$ cat config.mk
export PLATFORM = sky130hd
export DESIGN_NAME = rsc_verdict
export DESIGN_NICKNAME = d
export VERILOG_FILES = /design/src/rtl/rsc_pkg.sv /design/src/rtl/rsc_verdict.sv
export SDC_FILE = /design/constraint.sdc
export NUM_CORES = 1
export LEC_CHECK = 0
export BUFFER_PORTS_ARGS = -buffer_cell sky130_fd_sc_hd__buf_2
export CORE_MARGIN = 10
export CORE_UTILIZATION = 35
export DETAILED_ROUTE_END_ITERATION = 8
export GPL_TIMING_DRIVEN = 0
export PLACE_DENSITY = 0.73
export SLEW_MARGIN = 20
export SYNTH_ARGS = -nofsm -noshare
export SYNTH_HDL_FRONTEND = slang
export SYNTH_SLANG_ARGS = --single-unit
export TNS_END_PERCENT = 100
$ cat constraint.sdc
create_clock -name vclk -period 2.7
set_clock_uncertainty 0.15 [all_clocks]
set_input_delay 0.135 -clock vclk [all_inputs]
set_output_delay 0.135 -clock vclk [all_outputs]
set_load 0.005 [all_outputs]
$ cat src/rtl/rsc_pkg.sv
package rsc_pkg;

    typedef enum logic [2:0] {
        ST_IDLE,
        ST_APPLY,
        ST_WATCH,
        ST_REPORT,
        ST_DONE
    } seq_state_t;

    localparam int MAX_RELAYS = 64;

    // population count over a zero-extended relay vector
    function automatic int unsigned ones64(input logic [MAX_RELAYS-1:0] v);
        int unsigned n;
        n = 0;
        for (int i = 0; i < MAX_RELAYS; i++) begin
            n += 32'(v[i]);
        end
        return n;
    endfunction

endpackage

$ cat src/rtl/rsc_verdict.sv
module rsc_verdict #(
    parameter int N_RELAY = 8,
    parameter int CW      = 4
) (
    input  logic [N_RELAY-1:0] exp_mask,
    input  logic [N_RELAY-1:0] exp_level,
    input  logic [N_RELAY-1:0] seen,
    input  logic [N_RELAY-1:0] level,
    output logic [CW-1:0]      missing,
    output logic [CW-1:0]      extra,
    output logic               pass
);
    import rsc_pkg::*;

    logic [N_RELAY-1:0] met, miss_v, extra_v;

    always_comb begin
        met     = seen & ~(level ^ exp_level);
        miss_v  = exp_mask & ~met;
        extra_v = seen & ~exp_mask;
        missing = CW'(ones64(MAX_RELAYS'(miss_v)));
        extra   = CW'(ones64(MAX_RELAYS'(extra_v)));
        pass    = (miss_v == '0) && (extra_v == '0);
    end
endmodule

==> results of run 1 <==
-- power breakdown --
group / switching, mW / internal, mW / leakage (nW)
Clock: 0 / 0 / 0
Combinational: 0.140 / 0.175 / 0.542
Sequential: 0 / 0 / 0
-- path summary, 6_finish.rpt --
check | endpoint | cells past startpoint
min | pass | 5
max | missing[1] | 13
-- synth_stat cells --
cell type  instances  share of area, %
inv_1             15               9.4
fa_1               8                27
ha_1               8                17
xnor2_1            8                12
nand2_1            7               4.4
nor2b_1            4               4.2
a21boi_0           2               2.5
a21oi_1            2               1.7
nand2b_1           2               2.1
nor2b_4            2               4.6
xor2_1             2               2.9
a21boi_1           1               1.3
and2b_1            1               1.3
and2b_4            1               1.7
nand4_1            1               1.0
nor2_1             1              0.63
nor3_1             1              0.84
nor4_2             1               2.1
nor4bb_1           1               1.7
o21ai_1            1              0.84
o21ai_2            1               1.5
-- final cells by class --
class / count / area [µm²]
Fill cell: 141 / 556
Inverter: 15 / 56.3
Multi-Input combinational cell: 55 / 626
Tap cell: 16 / 20.0
Timing Repair Buffer: 48 / 302
-- worst max-delay path, cell delays in order --
cell and delay (ps):
buf_2 100, xnor2_1 110, nand2_1 90, nand2_2 70, fa_1 490, fa_1 510, inv_2 40, fa_1 540
ha_4 140, inv_2 30, fa_2 500, inv_1 30, buf_2 110
-- per-stage QoR --
| stage | hold slack (ps) | std cells | instance area (µm²) |
|---|---|---|---|
| 3_3_place_gp | 529 | 127 | 855 |
| 6_report | 525 | 134 | 1000 |
| 3_5_place_dp | 528 | 127 | 855 |
| 2_1_floorplan | 283 | 70 | 629 |
| 4_1_cts | 490 | 131 | 923 |
| 5_1_grt | 568 | 134 | 1000 |
-- layout by cell type, fill, tap and decap left out, types with 2 or more instances in the layout --
master / n
inv_1: 10
xor2_1: 2
a21boi_0: 2
nor2b_4: 2
fa_1: 5
ha_1: 6
buf_6: 7
nand2_1: 4
nand2_2: 3
nand2b_4: 2
buf_2: 34
xnor2_2: 3
nor2b_1: 4
fa_2: 3
ha_4: 2
xnor2_1: 5
a21oi_2: 2
inv_2: 5
buf_4: 7
-- layer usage --
| metal | share of wire, % | wire, µm | vias up |
|---|---|---|---|
| met4 | 0 | 0 | 0 |
| met2 | 47 | 791 | 30 |
| met3 | 14 | 227 | 0 |
| met1 | 39 | 648 | 263 |
| met5 | 0 | 0 | - |
| li1 | - | - | 311 |
-- cell families after synthesis --
logic type      count (synthesis)  synth area share [%]
simple gates                   22                  24.5
xor+xnor                       10                  14.7
compound gates                  7                  7.76
fa+ha+maj                      16                  43.6
buf+inv                        15                  9.43
-- what timing repair did --
action | 4_1_cts | 5_1_grt
cloned | 0 | 0
gates resized for setup | 9 | 10
buffers inserted | 4 | 3
pin swaps | 3 | 5
setup endpoints to repair | 6 | 7
==> metrics.yaml, run 1 <==
antenna_left: 0
area_delta_synth_final_pct: 68.1
clock.fmax_mhz: 312
met1_usage_pct: 9.62
setup_slack_ps: -501
overflow: 0
ir_drop_uv: 161
initial_core_util_pct: 38.3
holdCritPathClass: "input port to output port"
p_per_area_nw_per_um2: 313
post-route-util_pct: 64.4
yosysWarnings: 0
rsz0062_at_grt: "yes"
power_leakage_nw: 0.542
antenna_cells: 0
setup_viol: 5
path_class: "input port to output port"
drt-initial-drc-count: 14
syn_avg_cell_area_um2: 8.53
grt_pass1_vias: 641
yosysSeqAreaShare_pct: 0
power_uw: 314
final_nets: 168
startpoint: "exp_level[3]"
ys_types: 21
port_buffers: 41
fin_crit_sh_pct: 119
synthCells: 70
max_slew_margin_pct: 67.4
hold_viol_final: 0
nClkBuffers: 0
cts_hold_buf: 0
placementRows: 14
mappedNetlistArea_um2: 597
via_per_inst: 4.51
violations: "setup timing"
pre_cts_ws_ps: -525
synth_nets: 118
dieArea_um2: 3760
die_w_um: 61.3
crit_required_ps: 2410
die_y_um: 61.3
hold_start: "exp_mask[5]"
place_hpwl_um: 1460
grt_util_all_layers_pct: 8.07
gp_congestion: 0.686
final.setup.tns_ps: -1820
grt_max_degree: 3
drt-pass1-iter-count: 3
tightest_slew_ps: 485
fin_crit_ps: 3200
drive_gt1_share_pct: 61.9
worstPathArrival_ps: 2920
outcome: "complete, but fails checks"
drv_slew: 0
via_count: 604
crit_fanout: 2
seqCellArea_um2: 0
antenna_found_initial: 0
wl_per_cell_um: 12.4
use_met3_pct: 2.06
grtUsageMet2_pct: 14.9
io_pins: 41
wirelength_um: 1670
cp-start-kind: "input port"
core_um2: 1560
grt_pass1_wl_um: 2540
seq_cell_count: 0
end_kind: "output port"
drc: 0
grt-busiest-layer: "met2"
drv_cap: 0
No activity file was read; power rests on OpenSTA's default activity.
==> run 2, diff against run 1 <==
- REMOVE_ABC_BUFFERS: not set -> 1
==> metrics.yaml, run 2 (synthesis gave the netlist of run 1 again) <==
pwr-share-clk_pct: 0  # unchanged
dieArea_um2: 3760  # unchanged
holdCritPathClass: "input port to output port"
placed_cell_area_um2: 822  # -3.8%
path_class: "input port to output port"
power_uw: 318  # +1.2%
hold_viol_final: 0  # unchanged
area_delta_synth_final_pct: 63.7
setup_slack_ps: -479  # +22.1 ps
placementRows: 14  # unchanged
grt_pass1_vias: 718  # +12%
antenna_found_initial: 0  # unchanged
io_pins: 41  # unchanged
drt-initial-drc-count: 5  # -9
hold_start: "exp_mask[5]"
place_hpwl_um: 1570  # +7.3%
combinationalPowerShare_pct: 100.0  # about the same
switchingPower_uw: 141  # +1.3%
crit_path_frequent_cell: "fa_1"
die_y_um: 61.3  # unchanged
seqCellArea_um2: 0  # unchanged
cp_slowest_cell: "fa_1"
nClkBuffers: 0  # unchanged
final_common_cell: "buf_2"
cp_slowest_stage_delay_ps: 540  # about the same
path_buf_inv: 5  # unchanged
postLayoutCellArea_um2: 977  # -2.6%
drc: 0  # unchanged
fin_crit_ps: 3180  # -22.1 ps
crit_fanout: 2  # unchanged
power.internal_uw: 177  # +1.1%
rsz0062_at_grt: "yes"
antenna_cells: 0  # unchanged
grt_util_all_layers_pct: 9.99  # +1.9 points
layoutNonFillerInstCount: 133  # -0.75%
initial_core_util_pct: 38.3  # unchanged
die_w_um: 61.3  # unchanged
gp_congestion: 0.716  # +4.3%
fin_crit_sh_pct: 118  # -0.82 points
tightest_slew_ps: 506  # +21.3 ps
end_kind: "output port"
via_per_inst: 4.56  # +1.1%
drt-pass1-iter-count: 2  # -1
min_path_cells: 5  # unchanged
swShare_pct: 44.5  # about the same
wl_per_cell_um: 13.4  # +7.7%
worstPathArrival_ps: 2890  # -30 ps
cp_cell_sequence: "buf_6 -> xnor2_1 -> nand2_1 -> nand2_2 -> fa_1 -> fa_1 -> inv_1 -> fa_1 -> ha_4 -> inv_2 -> fa_2 -> inv_1 -> buf_2"
core_um2: 1560  # unchanged
outcome: "complete, but fails checks"
overflow: 0  # unchanged
ir_drop_uv: 130  # -19%
crit_required_ps: 2410  # about the same
wirelength_um: 1780  # +6.9%
cp-start-kind: "input port"
drv_slew: 0  # unchanged
max_slew_margin_pct: 65.9  # -1.4 points
final.setup.tns_ps: -1760  # +56.3 ps
cts_hold_buf: 0  # unchanged
grt_max_degree: 3  # unchanged
antenna_left: 0  # unchanged
seq_cell_count: 0  # unchanged
dp_cells: 127  # unchanged
layout_common_cells: "buf_2 (34), inv_1 (10), xnor2_1 (7), buf_6 (7)"
grt_pass1_wl_um: 2990  # +18%
hold_path_end: "pass"
via_count: 606  # +0.33%
drv_cap: 0  # unchanged
p_per_area_nw_per_um2: 325  # +3.9%
violations: "setup timing"
power_leakage_nw: 0.524  # -3.4%
setup_viol: 5  # unchanged
clock.fmax_mhz: 315  # +0.70%
final_nets: 167  # -0.60%
seq_power_share_pct: 0  # unchanged
port_buffers: 41  # unchanged
cp_top_family: "adder cells"
worst_hold_slack_ps: 541  # +15.8 ps
drive_gt1_share_pct: 59.0  # -2.9 points
==> run 2: changes by cell type in the layout (fill, tap and decap cells not counted) <==
cell     previous run  this run
a21oi_2             2         1
xnor2_2             3         1
a21oi_1             0         1
xnor2_1             5         7
buf_4               7         6
==> run 2: layer usage <==
layer	track usage, %	vias up	share of wire (%)
met1	10.2	263	36
met4	0.977	0	1.5
li1	-	311	-
met2	20.3	30	52
met5	0	-	0
met3	2.47	2	11
==> run 2: stage by stage <==
stage / utilization [%] / setup slack (ps)
finish: 62.7 / -479
global placement: 52.7 / -599
CTS: 59.6 / -504
global route: 62.7 / -602
detailed placement: 52.7 / -690
floorplan: - / -333
==> run 2: what timing repair did <==
action | CTS | global route
setup endpoints to repair | 7 | 7
pin swaps | 18 | 3
buffers inserted | 4 | 2
resized for setup | 20 | 6
==> run 2: area by class of cell <==
| class | count | area (µm²) |
|---|---|---|
| fill | 139 | 582 |
| inverter | 15 | 56.3 |
| multi-input combinational | 55 | 607 |
| timing repair buffer | 47 | 294 |
| tap | 16 | 20.0 |
==> run 2: tightest hold or removal path, cell delays in order <==
cell and delay [ps]:
buf_2 100, o21ai_2 70, nand4_1 90, nor4bb_1 50
buf_2 120
==> run 2: power by group through the flow <==
stage	clock, mW	combinational, mW	sequential (mW)
6_report	0	0.318	0
5_1_grt	0	0.370	0
4_1_cts	0	0.288	0
3_5_place_dp	0	0.246	0
3_3_place_gp	0	0.234	0
2_1_floorplan	0	0.148	0
==> run 2: worst max path at each step <==
| stage | startpoint | endpoint | slack, ps | cells after the start |
|---|---|---|---|---|
| floorplan | level[0] | missing[2] | -330 | 11 |
| global placement | exp_level[0] | missing[2] | -600 | 13 |
| detailed placement | exp_level[1] | missing[2] | -690 | 13 |
| CTS | level[0] | missing[1] | -500 | 13 |
| global route | level[0] | missing[1] | -600 | 13 |
| finish | level[0] | missing[1] | -480 | 13 |
==> run 3, diff against run 2 <==
--- a/config.mk
+++ b/config.mk
@@ -12,3 +12,3 @@
 export GPL_TIMING_DRIVEN = 0
-export PLACE_DENSITY = 0.73
+export PLACE_DENSITY = 0.78
 export REMOVE_ABC_BUFFERS = 1
==> constraint.sdc (replaced) <==
create_clock -name vclk -period 2.7
set_clock_uncertainty 0.15 [all_clocks]
set_input_delay 0.27 -clock vclk [all_inputs]
set_output_delay 0.27 -clock vclk [all_outputs]
set_load 0.005 [all_outputs]
==> metrics.yaml, run 3 (synthesis gave the netlist of run 1 again) <==
outcome: "complete, but fails checks"
violations: "setup timing"
drt-pass1-iter-count: 3  # +1
crit_required_ps: 2280  # -130 ps
area_delta_synth_final_pct: 81.3
antenna_cells: 0  # unchanged
cts_hold_buf: 0  # unchanged
placementRows: 14  # unchanged
fin_crit_ps: 3490  # +314 ps
clock.fmax_mhz: 286  # -9.0%
path_depth: 13  # unchanged
nFillCells: 122  # -12%
drv_cap: 0  # unchanged
drc: 0  # unchanged
end_kind: "output port"
cp-start-kind: "input port"
min_path_cells: 5  # unchanged
cp_slowest_stage_delay_ps: 540  # about the same
grt_pass1_vias: 772  # +7.5%
drt-initial-drc-count: 5  # unchanged
grt_util_all_layers_pct: 9.82  # -0.17 points
via_count: 664  # +9.6%
tightest_slew_ps: 500  # -6.57 ps
antenna_found_initial: 0  # unchanged
crit_fanout: 2  # unchanged
path_buf_inv: 5  # unchanged
wirelength_um: 2000  # +12%
multiInputGateArea_um2: 619  # +2.1%
drive_gt1_share_pct: 64.8  # +5.8 points
die_y_um: 61.3  # unchanged
p_per_area_nw_per_um2: 341  # +4.8%
final_common_cell: "buf_2"
setup_slack_ps: -793  # -314 ps
core_um2: 1560  # unchanged
io_pins: 41  # unchanged
final.setup.tns_ps: -4110  # -2340 ps
seqCellArea_um2: 0  # unchanged
cp_cell_sequence: "buf_6 -> xnor2_2 -> nand2_1 -> nand2_2 -> fa_1 -> fa_1 -> inv_2 -> fa_1 -> ha_4 -> inv_2 -> fa_2 -> inv_1 -> buf_2"
layout_common_cells: "buf_2 (30), buf_6 (13), buf_4 (12), inv_1 (9)"
setup_viol: 8  # +3
wl_per_cell_um: 14.1  # +5.6%
overflow: 0  # unchanged
antenna_left: 0  # unchanged
final_nets: 175  # +4.8%
ir_drop_uv: 141  # +8.4%
power_leakage_nw: 0.577  # +10%
die_w_um: 61.3  # unchanged
grt_pass1_wl_um: 2990  # unchanged
worstPathArrival_ps: 3070  # +180 ps
drv_slew: 0  # unchanged
post-route-util_pct: 69.4  # +6.7 points
path_class: "input port to output port"
gp_congestion: 0.717  # +0.14%
dieArea_um2: 3760  # unchanged
cp_slowest_cell: "fa_1"
fin_crit_sh_pct: 129  # +12 points
grt_max_degree: 3  # unchanged
nClkBuffers: 0  # unchanged
cp_top_family: "adder cells"
place_hpwl_um: 1560  # -0.28%
via_per_inst: 4.71  # +3.4%
seq_cell_count: 0  # unchanged
holdCritPathClass: "input port to output port"
hold_viol_final: 0  # unchanged
rsz0062_at_grt: "yes"
port_buffers: 41  # unchanged
max_slew_margin_pct: 66.4  # +0.44 points
initial_core_util_pct: 38.3  # unchanged
crit_path_frequent_cell: "fa_1"
run 3: cell count changes in the layout (fill, tap and decap cells not counted), sizes merged:
cell / delta
buf: +8
run 3: worst paths after layout:
path / start / endpoint / slack [ps]
max: exp_level[3] / missing[1] / -790
min: exp_mask[5] / pass / 810
run 3: what timing repair did:
action / CTS / global route
gates resized for setup: 25 / 11
buffers inserted: 9 / 5
endpoints found under the hold margin: 0 / 0
pin swaps: 22 / 7
endpoints found under the setup margin: 8 / 8
run 3: area by class of cell:
class / instances / share of cell area, %
tap: 16 / 1.85
inverter: 15 / 5.20
timing repair buffer: 55 / 35.7
multi-input combinational: 55 / 57.2
run 3: metrics by stage:
stage / worst slack (ps) / total power [mW] / std cells / area (µm²) / hold slack [ps]
3_3_place_gp: -876 / 0.235 / 127 / 822 / 789
6_report: -793 / 0.369 / 141 / 1080 / 814
4_1_cts: -770 / 0.335 / 136 / 1000 / 816
2_1_floorplan: -603 / 0.148 / 70 / 597 / 543
3_5_place_dp: -936 / 0.251 / 127 / 822 / 807
5_1_grt: -842 / 0.406 / 141 / 1080 / 849
run 3: report_power, final:
group | internal (mW) | leakage (nW) | switching (mW) | total [mW]
combinational | 0.213 | 0.577 | 0.156 | 0.369
clock | 0 | 0 | 0 | 0
sequential | 0 | 0 | 0 | 0
run 3: metal layers:
metal | share of wire, % | GRT usage (%)
met3 | 7.7 | 1.23
met2 | 57 | 21.9
met1 | 35 | 9.50
met4 | 0 | 0
met5 | 0 | 0
